<file path="config.mk">
export PLATFORM = sky130hd
export DESIGN_NAME = dram_seq
export DESIGN_NICKNAME = d
export VERILOG_FILES = /design/src/rtl/dram_seq_pkg.sv /design/src/rtl/dram_rfsh_ctl.sv /design/src/rtl/dram_row_tracker.sv /design/src/rtl/dram_seq.sv
export SDC_FILE = /design/constraint.sdc
export NUM_CORES = 1
export LEC_CHECK = 0
export ABC_AREA = 1
export CAP_MARGIN = 10
export CORE_MARGIN = 2
export CORE_UTILIZATION = 50
export CTS_CLUSTER_SIZE = 25
export DETAILED_ROUTE_END_ITERATION = 6
export MAX_ROUTING_LAYER = met4
export PLACE_DENSITY_LB_ADDON = 0.2
export SKIP_LAST_GASP = 1
export SYNTH_ARGS = -nofsm -noshare
export SYNTH_HDL_FRONTEND = slang
export SYNTH_HIERARCHICAL = 1
export SYNTH_SLANG_ARGS = --single-unit
</file>
<file path="constraint.sdc">
create_clock -name clk -period 1.55 [get_ports clk]
set_input_delay 0.31 -clock clk [delete_from_list [all_inputs] [get_ports clk]]
set_output_delay 0.31 -clock clk [all_outputs]
set_load 0.02 [all_outputs]
</file>
<file path="src/rtl/dram_seq_pkg.sv">
package dram_seq_pkg;
   typedef enum logic [2:0] {
      S_IDLE,
      S_PRE,
      S_ACT,
      S_COL,
      S_WAIT,
      S_RF_ACT,
      S_RF_CLS
   } seq_st_t;

   localparam int GAP_W = 8;
endpackage

</file>
<file path="src/rtl/dram_rfsh_ctl.sv">
module dram_rfsh_ctl #(
   parameter int PERIOD = 512,
   parameter int PTR_W  = 12
) (
   input  logic             clk,
   input  logic             rst_n,
   input  logic             grant,
   input  logic             step,
   output logic             pending,
   output logic [PTR_W-1:0] ptr
);
   localparam int CNT_W = (PERIOD > 2) ? $clog2(PERIOD) : 1;
   localparam logic [CNT_W-1:0] LAST = CNT_W'(PERIOD - 1);

   if (PERIOD < 2) begin : g_bad_period
      $error("dram_rfsh_ctl: PERIOD must be at least 2");
   end

   logic [CNT_W-1:0] tick;
   logic             wrap;

   assign wrap = (tick == LAST);

   always_ff @(posedge clk) begin
      if (!rst_n) begin
         tick    <= '0;
         pending <= 1'b0;
         ptr     <= '0;
      end else begin
         tick    <= wrap ? '0 : tick + 1'b1;
         pending <= wrap | (pending & ~grant);
         if (step) ptr <= ptr + 1'b1;
      end
   end
endmodule

</file>
<file path="src/rtl/dram_row_tracker.sv">
module dram_row_tracker #(
   parameter int ROW_W = 12
) (
   input  logic             clk,
   input  logic             rst_n,
   input  logic             act,
   input  logic             close,
   input  logic [ROW_W-1:0] act_row,
   input  logic [ROW_W-1:0] cmp_row,
   output logic             open_vld,
   output logic             hit
);
   logic [ROW_W-1:0] open_row;

   always_ff @(posedge clk) begin
      if (!rst_n) begin
         open_vld <= 1'b0;
         open_row <= '0;
      end else if (act) begin
         open_vld <= 1'b1;
         open_row <= act_row;
      end else if (close) begin
         open_vld <= 1'b0;
      end
   end

   assign hit = open_vld && (open_row == cmp_row);

   // a new row is only activated after the previous one was closed
   assert_act_closed_R5: assert property (@(posedge clk) disable iff (!rst_n)
      act |-> !open_vld);
endmodule

</file>
<file path="src/rtl/dram_seq.sv">
module dram_seq #(
   parameter int ROW_W       = 12,
   parameter int COL_W       = 12,
   parameter int T_RCD       = 3,
   parameter int T_RP        = 3,
   parameter int RFSH_PERIOD = 512,
   localparam int ADDR_W     = ROW_W + COL_W,
   localparam int BUS_W      = (ROW_W > COL_W) ? ROW_W : COL_W
) (
   input  logic              clk,
   input  logic              rst_n,
   input  logic              rq_valid,
   input  logic [ADDR_W-1:0] rq_addr,
   output logic              rq_ready,
   output logic [BUS_W-1:0]  mem_addr,
   output logic              row_stb,
   output logic              col_stb,
   output logic              pre_stb,
   output logic              acc_done
);
   import dram_seq_pkg::*;

   localparam logic [GAP_W-1:0] RCD_M1 = GAP_W'(T_RCD - 1);
   localparam logic [GAP_W-1:0] RP_M1  = GAP_W'(T_RP - 1);

   if (T_RCD < 1 || T_RCD > 200) begin : g_bad_rcd
      $error("dram_seq: T_RCD out of range 1..200");
   end
   if (T_RP < 1 || T_RP > 200) begin : g_bad_rp
      $error("dram_seq: T_RP out of range 1..200");
   end
   if (ROW_W < 1 || COL_W < 1) begin : g_bad_geom
      $error("dram_seq: row and column widths must be positive");
   end

   seq_st_t           st, tgt;
   logic [GAP_W-1:0]  cnt;
   logic              rf_mode;
   logic [ADDR_W-1:0] lat_addr;
   logic [ROW_W-1:0]  lat_row, rq_row, rf_ptr;
   logic [COL_W-1:0]  lat_col;
   logic              rf_pend, rf_grant, open_vld, hit;

   assign lat_row  = lat_addr[ADDR_W-1:COL_W];
   assign lat_col  = lat_addr[COL_W-1:0];
   assign rq_row   = rq_addr[ADDR_W-1:COL_W];
   assign rf_grant = (st == S_IDLE) && rf_pend;

   dram_rfsh_ctl #(.PERIOD(RFSH_PERIOD), .PTR_W(ROW_W)) u_rfsh (
      .clk     (clk),
      .rst_n   (rst_n),
      .grant   (rf_grant),
      .step    (st == S_RF_ACT),
      .pending (rf_pend),
      .ptr     (rf_ptr)
   );

   dram_row_tracker #(.ROW_W(ROW_W)) u_rows (
      .clk      (clk),
      .rst_n    (rst_n),
      .act      (st == S_ACT),
      .close    ((st == S_PRE) || (st == S_RF_CLS)),
      .act_row  (lat_row),
      .cmp_row  (rq_row),
      .open_vld (open_vld),
      .hit      (hit)
   );

   always_ff @(posedge clk) begin
      if (!rst_n) begin
         st       <= S_IDLE;
         tgt      <= S_IDLE;
         cnt      <= '0;
         rf_mode  <= 1'b0;
         lat_addr <= '0;
      end else begin
         unique case (st)
            S_IDLE: begin
               if (rf_pend) begin
                  rf_mode <= 1'b1;
                  st      <= open_vld ? S_PRE : S_RF_ACT;
               end else if (rq_valid) begin
                  rf_mode  <= 1'b0;
                  lat_addr <= rq_addr;
                  st       <= hit ? S_COL : (open_vld ? S_PRE : S_ACT);
               end
            end
            S_PRE: begin
               if (T_RP > 1) begin
                  cnt <= RP_M1;
                  tgt <= rf_mode ? S_RF_ACT : S_ACT;
                  st  <= S_WAIT;
               end else begin
                  st  <= rf_mode ? S_RF_ACT : S_ACT;
               end
            end
            S_ACT: begin
               if (T_RCD > 1) begin
                  cnt <= RCD_M1;
                  tgt <= S_COL;
                  st  <= S_WAIT;
               end else begin
                  st  <= S_COL;
               end
            end
            S_RF_ACT: begin
               if (T_RCD > 1) begin
                  cnt <= RCD_M1;
                  tgt <= S_RF_CLS;
                  st  <= S_WAIT;
               end else begin
                  st  <= S_RF_CLS;
               end
            end
            S_RF_CLS: begin
               if (T_RP > 1) begin
                  cnt <= RP_M1;
                  tgt <= S_IDLE;
                  st  <= S_WAIT;
               end else begin
                  st  <= S_IDLE;
               end
            end
            S_COL: st <= S_IDLE;
            S_WAIT: begin
               cnt <= cnt - 1'b1;
               if (cnt == 1) st <= tgt;
            end
            default: st <= S_IDLE;
         endcase
      end
   end

   assign rq_ready = (st == S_IDLE) && !rf_pend;
   assign row_stb  = (st == S_ACT) || (st == S_RF_ACT);
   assign col_stb  = (st == S_COL);
   assign pre_stb  = (st == S_PRE) || (st == S_RF_CLS);
   assign acc_done = (st == S_COL);

   always_comb begin
      unique case (st)
         S_ACT:    mem_addr = BUS_W'(lat_row);
         S_RF_ACT: mem_addr = BUS_W'(rf_ptr);
         S_COL:    mem_addr = BUS_W'(lat_col);
         default:  mem_addr = '0;
      endcase
   end

   // gap checkers: saturating distance since the last strobe of each kind
   logic [GAP_W-1:0] since_act, since_pre;
   always_ff @(posedge clk) begin
      if (!rst_n) begin
         since_act <= '1;
         since_pre <= '1;
      end else begin
         if (row_stb) since_act <= GAP_W'(1);
         else if (since_act != '1) since_act <= since_act + 1'b1;
         if (pre_stb) since_pre <= GAP_W'(1);
         else if (since_pre != '1) since_pre <= since_pre + 1'b1;
      end
   end

   assert_one_strobe_R10: assert property (@(posedge clk) disable iff (!rst_n)
      $onehot0({row_stb, col_stb, pre_stb}));
   assert_rcd_gap_R3: assert property (@(posedge clk) disable iff (!rst_n)
      col_stb |-> (since_act >= GAP_W'(T_RCD)));
   assert_rp_gap_R5: assert property (@(posedge clk) disable iff (!rst_n)
      row_stb |-> (since_pre >= GAP_W'(T_RP)));
   assert_col_open_R4: assert property (@(posedge clk) disable iff (!rst_n)
      col_stb |-> open_vld);
endmodule

</file>
==> flow_summary_export.csv, run 1 <==
group,metric,value,unit
cells_and_area,multi_input_area,2053,µm²
cts,cts_sinks,74,
detailed_routing,vias,3689,
logic_synthesis,synthTopCellsByCount,"nor2_1 (111), nand2_1 (102), dfxtp_1 (74)",
floorplanning,pin_count,44,
power_and_ir_drop,p_per_area,1503,nW/µm²
cts,tritoncts,"built",
grt,grt_pass1_wl,14420,µm
logic_synthesis,avgSynthCellArea,6.944,µm²
cts,hold_buffers,0,
logic_synthesis,synth-edff-count,0,
worst_hold_path,min_from,"rq_addr[18]",
logic_synthesis,synth_top_area_cell,"dfxtp_1",
worst_setup_path,startpoint_type,"register",
worst_setup_path,crit_path_max_fanout,8,
worst_setup_path,r2r-start,"st[1]$_SDFFE_PN0P_",
logic_synthesis,synth.most_common_cell,"nor2_1",
detailed_routing,ant_nets,0,
cells_and_area,antenna_cells,0,
timing,finalSetupViolations,46,
grt,use_met1,0.3130,
floorplanning,die-area,7917,µm²
power_and_ir_drop,swShare,0.3902,
grt,grt_pass1_vias,3180,
power_and_ir_drop,p_clk_frac,0.182,
cts,h-tree-depth,3,
logic_synthesis,netlist_instances,520,
logic_synthesis,synth_area,3611,µm²
timing,fin_ws,-0.3180,ns
cells_and_area,final_nets,640,
floorplanning,num_rows,30,
logic_synthesis,ys_seq_area_frac,0.4103,
timing,max_freq,535.3,MHz
worst_setup_path,critPathMostFrequentCell,"nor2_4",
cells_and_area,drive_gt1_frac,0.2724,
detailed_routing,firstDrtPassIters,5,
power_and_ir_drop,vdd_drop_max,0.0007114,V
cells_and_area,seq_area,1495,µm²
cts,clock_latency,0.34,ns
worst_setup_path,worstSetupPathType,"register to primary output",
logic_synthesis,synth_top_cell_area_share,0.4103,
grt,grt_max_degree,38,
grt,globalRouteMet2Util,0.3901,
run,timing.max_cap.violations,0,
outcome,outcome,"complete, but fails checks",
detailed_routing,drt_first_iter_violations,271,
cts,cts_buffers,9,
placement,dp_hpwl,6118,µm
logic_synthesis,ys_warn_count,6,
worst_setup_path,slowest_stage,"dfxtp_4",
power_and_ir_drop,power.switching,2.987,mW
worst_setup_path,worstPathCellList,"inv_4, nor2_4, inv_2, nor2_4, buf_12, a22oi_1, nand2_1, buf_6",
placement,globalplace.congestion,0.8482,
floorplanning,core_area,6907,µm²
outcome,violations,"negative setup slack",
worst_setup_path,worstSetupEndpointType,"primary output",
logic_synthesis,synthTopCellsByArea,"dfxtp_1 (41%), nor2_1 (12%), nand2_1 (11%), nand3_1 (5.3%), inv_1 (4.8%)",
detailed_routing,avgRoutedWirePerCell,14.21,µm
worst_setup_path,slowest_delay,0.37,ns
timing,finClkSkew,0.006837,ns
power_and_ir_drop,p_leak,2.354,nW
timing,drv_slew,0,
floorplanning,die_w,88.98,µm
logic_synthesis,async_flop_share,0,
detailed_routing,drcViolationCount,0,
cts,clk_path_buf_depth,2,
timing,period_share,1.205,
worst_setup_path,crit_start,"st[1]$_SDFFE_PN0P_",
grt,grt_util_all_layers,0.2447,
cts,cts_root_buffer,"clkbuf_8",
cells_and_area,n_fill_cell,532,
grt,top_usage_layer,"met2",
detailed_routing,vias_per_cell,5.203,
timing,fin_hold_ws,0.2670,ns
placement,dpl_worst_slack,-0.3877,ns
power_and_ir_drop,seqPwrFrac,0.368,
worst_setup_path,worst-endpoint-required,1.24,ns
placement,io_buffer_count,43,
timing,setup-tns-final,-5.364,ns
timing,hold_viol,0,
timing,max_slew.worst_pin.slew,0.4177,ns
logic_synthesis,syn_nets,552,
logic_synthesis,ys_types,34,
grt,grt_overflow,0,
logic_synthesis,ys.flop_type,"dfxtp_1",
power_and_ir_drop,intPower,4.668,mW
grt,use_met3,0.04617,
timing,rsz0062_at_grt,"yes",
timing,layout_min_cycle_time,1.868,ns
worst_setup_path,cp_data_arrival_time,1.56,ns
floorplanning,dieHeight,88.98,µm
cts,clkTransAtPathRegs,0.08,ns
logic_synthesis,synth-seq-cells,74,
worst_hold_path,hp-class,"primary input to register",
grt,antenna_found_initial,0,
floorplanning,initial_core_util,0.5228,
detailed_routing,finalWirelength,10080,µm
cells_and_area,syn2layout_area_growth,41.03,%
power_and_ir_drop,p_comb_frac,0.450,
timing,maxSlewHeadroom,0.7206,
==> per-layer routing <==
layer	vias up	part of all wire
li1	1843	-
met1	1669	0.45
met2	148	0.46
met3	29	0.063
met4	0	0.024
met5	-	0
==> power groups by stage <==
stage | Combinational, mW | Sequential (mW) | Clock [mW]
floorplan | 1.82 | 2.67 | 0
global placement | 2.52 | 2.79 | 0
detailed placement | 2.58 | 2.80 | 0
CTS | 2.68 | 2.77 | 1.41
global route | 3.73 | 2.87 | 1.51
finish | 3.44 | 2.82 | 1.39
==> final timing paths <==
path | endpoint | slack (ns) | cells after the start
setup / recovery | mem_addr[8] | -0.32 | 8
hold / removal | lat_addr[18]$_SDFFE_PN0P_ | 0.27 | 3
hold reg to reg | u_rfsh/tick[0]$_SDFF_PP0_ | 0.43 | 1
setup reg to reg | lat_addr[0]$_SDFFE_PN0P_ | -0.14 | 10
==> critical path, delay by kind of cell (launching register included) <==
| kind | cells | cell delay, ns |
|---|---|---|
| AOI/OAI and AO/OA | 1 | 0.08 |
| buffers and inverters | 4 | 0.39 |
| DFF | 1 | 0.37 |
| and+or+nand+nor | 3 | 0.36 |
==> cell families (layout without fill, tap and decap cells) <==
kind of cell               count (synthesis)  after routing  synth area share
and+or+nand+nor                          271            271            0.3274
AOI/OAI and AO/OA                         94             94            0.1396
DFF                                       74             74            0.4103
buffers and inverters                     72            165           0.09563
adders and majority gates                  5              5           0.01733
xor gates and xnor gates                   4              4          0.009704
==> cell usage in the layout (no fill, tap or decap), types with 3 or more instances in the layout <==
cell type and instances:
a21oi_1 30, buf_12 4, buf_4 32, buf_6 27, clkbuf_16 3, clkbuf_8 12, clkdlybuf4s50_1 21, dfxtp_1 69
dfxtp_4 3, dlymetal6s2s_1 4, ha_1 3, inv_1 42, inv_2 5, nand2_1 93, nand2_2 7, nand2_4 6
nand3_1 29, nand3_2 9, nand4_1 4, nor2_1 104, nor2_2 3, nor2_4 8, nor2_8 3, o21ai_0 20
o21ai_1 10, o21ai_2 22, xor2_1 3
==> through the flow <==
step	power, mW	instances	cell area (µm²)	util
2_1_floorplan	4.489	520	3622	-
3_3_place_gp	5.311	675	4319	0.6254
3_5_place_dp	5.377	675	4319	0.6254
4_1_cts	6.860	695	4569	0.6616
5_1_grt	8.107	709	5092	0.7373
6_report	7.655	709	5092	0.7373
==> area by class of cell <==
cell class	count	area share
repair inverters	1	0.001720
clock buffers	14	0.03391
inverters	54	0.04423
flip-flops and latches	74	0.2936
repair buffers	94	0.1978
multi-input cells	374	0.4032
well taps	96	0.02359
clock inverters	2	0.001966
==> state kept, by name, indices dropped and copies added (netlist names) <==
signal	count
tgt	3
u_rfsh/tick	9
u_rfsh/pending	1
rf_mode	1
cnt	8
lat_addr	24
u_rfsh/ptr	12
st	3
u_rows/open_row	12
u_rows/open_vld	1
==> repair_timing <==
action / CTS / global route
pin swaps: 3 / 21
cloned: 1 / 5
setup buffers: 4 / 10
setup endpoints to repair: 26 / 63
resized for setup: 110 / 105
Power figures use the tool's default switching activity.
==> inputs of run 2 (changes only) <==
- GPL_TIMING_DRIVEN: not set -> 1
- clock period: 1.55 -> 1.6 ns (I/O delays scaled with it)
==> flow_summary_export.csv, run 2 (synthesized netlist as in run 1, its figures left out) <==
group,metric,value,unit
timing,max_slew.worst_pin.slew,0.3776,ns
worst_setup_path,slowest_stage,"dfxtp_4",
timing,period_share,1.125,
worst_setup_path,worstSetupEndpointType,"primary output",
power_and_ir_drop,p_leak,2.102,nW
timing,finClkSkew,0.009659,ns
timing,fin_ws,-0.2003,ns
run,timing.max_cap.violations,0,
worst_setup_path,r2r_setup_slack,0.08,ns
worst_setup_path,worstPathCellList,"buf_4, nand3_1, inv_2, buf_12, nand2_1, nand3_2, buf_6",
floorplanning,die_w,88.98,µm
grt,grt_max_degree,39,
floorplanning,initial_core_util,0.5228,
cells_and_area,drive_gt1_frac,0.2047,
cts,cts_root_buffer,"clkbuf_8",
placement,io_buffer_count,43,
timing,drv_slew,0,
floorplanning,dieHeight,88.98,µm
timing,rsz0062_at_grt,"yes",
worst_setup_path,worstSetupPathType,"register to primary output",
cts,cts_sinks,74,
detailed_routing,vias_per_cell,5.080,
worst_hold_path,whs_path_depth,3,
floorplanning,core_area,6907,µm²
timing,max_freq,555.5,MHz
detailed_routing,finalWirelength,8790,µm
worst_setup_path,crit_start,"st[1]$_SDFFE_PN0P_",
detailed_routing,drcViolationCount,0,
floorplanning,num_rows,30,
grt,grt_overflow,0,
detailed_routing,vias,3541,
worst_setup_path,rr_worst_depth,10,
cells_and_area,largest_register_ffs,24,
timing,setup-tns-final,-2.266,ns
power_and_ir_drop,p_per_area,1439,nW/µm²
placement,dpl_worst_slack,-0.3517,ns
worst_setup_path,crit_path_max_fanout,13,
power_and_ir_drop,vdd_drop_max,0.0007137,V
worst_setup_path,cp_data_arrival_time,1.48,ns
outcome,outcome,"complete, but fails checks",
worst_setup_path,reg2reg_to,"lat_addr[17]$_SDFFE_PN0P_",
grt,grt_util_all_layers,0.2437,
worst_hold_path,hp-class,"primary input to register",
cells_and_area,syn2layout_area_growth,29.28,%
worst_setup_path,crit_family,"buffers and inverters",
timing,maxSlewHeadroom,0.7479,
placement,dp_hpwl,6454,µm
cts,tritoncts,"built",
detailed_routing,firstDrtPassIters,5,
grt,grt_pass1_vias,3266,
grt,antenna_found_initial,0,
cells_and_area,final_nets,628,
timing,finalSetupViolations,17,
cts,hold_buffers,0,
cells_and_area,final_common_cell,"nor2_1",
worst_setup_path,worst-endpoint-required,1.28,ns
grt,grt_pass1_wl,14430,µm
cts,cts_buffers,9,
cells_and_area,antenna_cells,0,
floorplanning,die-area,7917,µm²
cts,h-tree-depth,3,
detailed_routing,drt_first_iter_violations,214,
cells_and_area,utilization,0.6759,
floorplanning,pin_count,44,
cells_and_area,stdcell_count,697,
worst_setup_path,startpoint_type,"register",
timing,fin_hold_ws,0.2898,ns
cells_and_area,final_cell_mix,"nor2_1 (107), nand2_1 (99), dfxtp_1 (69)",
cts,clock_latency,0.35,ns
cts,clkTransAtPathRegs,0.08,ns
detailed_routing,ant_nets,0,
worst_setup_path,slowest_delay,0.36,ns
detailed_routing,avgRoutedWirePerCell,12.61,µm
placement,place_inst,677,
cts,clk_path_buf_depth,2,
timing,hold_viol,0,
cells_and_area,largestRegisters,"lat_addr (24), u_rfsh/ptr (12), u_rows/open_row (12)",
worst_setup_path,crit_cells,7,
worst_setup_path,crit_buf_inv,4,
worst_setup_path,r2r-start,"st[1]$_SDFFE_PN0P_",
worst_setup_path,endpoint,"mem_addr[6]",
timing,layout_min_cycle_time,1.800,ns
outcome,violations,"negative setup slack",
placement,globalplace.congestion,0.9154,
cells_and_area,regMostFlops,"lat_addr",
## run 2: metrics by stage
| stage | area (µm²) | total power, mW |
|---|---|---|
| after global placement | 4352 | 5.178 |
| after CTS | 4581 | 6.622 |
| final | 4668 | 6.716 |
| after detailed placement | 4352 | 5.242 |
| after floorplan | 3616 | 4.342 |
| after global routing | 4668 | 7.161 |
## run 2: final cells by class
type	count	area, µm²
Fill cell	614	2238
Multi-Input combinational cell	374	1882
Sequential cell	74	1493
Timing Repair Buffer	83	787.0
Inverter	54	215.2
Clock buffer	10	127.6
Tap cell	96	120.1
Clock inverter	6	43.79
## run 2: power by group
part | total (mW) | internal, mW | switching [mW]
registers | 2.70 | 2.32 | 0.381
clock network | 1.28 | 0.565 | 0.712
logic | 2.74 | 1.18 | 1.56
## run 2: worst register-to-register path, cell delays in order (launching register included)
cell and delay [ns]:
dfxtp_4 0.36, buf_4 0.14, buf_6 0.12, nor2_8 0.08
nand2_4 0.07, nor2_8 0.09, buf_4 0.13, nand2_4 0.07
buf_12 0.17, o21ai_1 0.14, nor2_1 0.05
## run 2: how the worst min path moves through the flow
stage | endpoint | slack (ns) | start
after floorplan | u_rfsh/tick[0]$_SDFF_PP0_ | 0.42 | u_rfsh/tick[0]$_SDFF_PP0_
after global placement | u_rfsh/tick[0]$_SDFF_PP0_ | 0.43 | u_rfsh/tick[0]$_SDFF_PP0_
after detailed placement | u_rfsh/tick[0]$_SDFF_PP0_ | 0.45 | u_rfsh/tick[0]$_SDFF_PP0_
after CTS | u_rfsh/tick[0]$_SDFF_PP0_ | 0.46 | u_rfsh/tick[0]$_SDFF_PP0_
after global routing | lat_addr[12]$_SDFFE_PN0P_ | 0.30 | rq_addr[12]
final | lat_addr[19]$_SDFFE_PN0P_ | 0.29 | rq_addr[19]
## run 2: routing by layer
layer | vias to the layer above | part of all wire | global-route usage
met5 | - | 0 | -
met4 | 0 | 0.013 | 0.07056
met3 | 14 | 0.050 | 0.04986
met2 | 99 | 0.48 | 0.4003
met1 | 1613 | 0.45 | 0.3047
li1 | 1815 | - | -
## run 2: repair_timing
item,in CTS,in global routing
endpoints found under the setup margin,17,48
pin swaps,3,5
gates resized for setup,112,27
buffers inserted,3,1
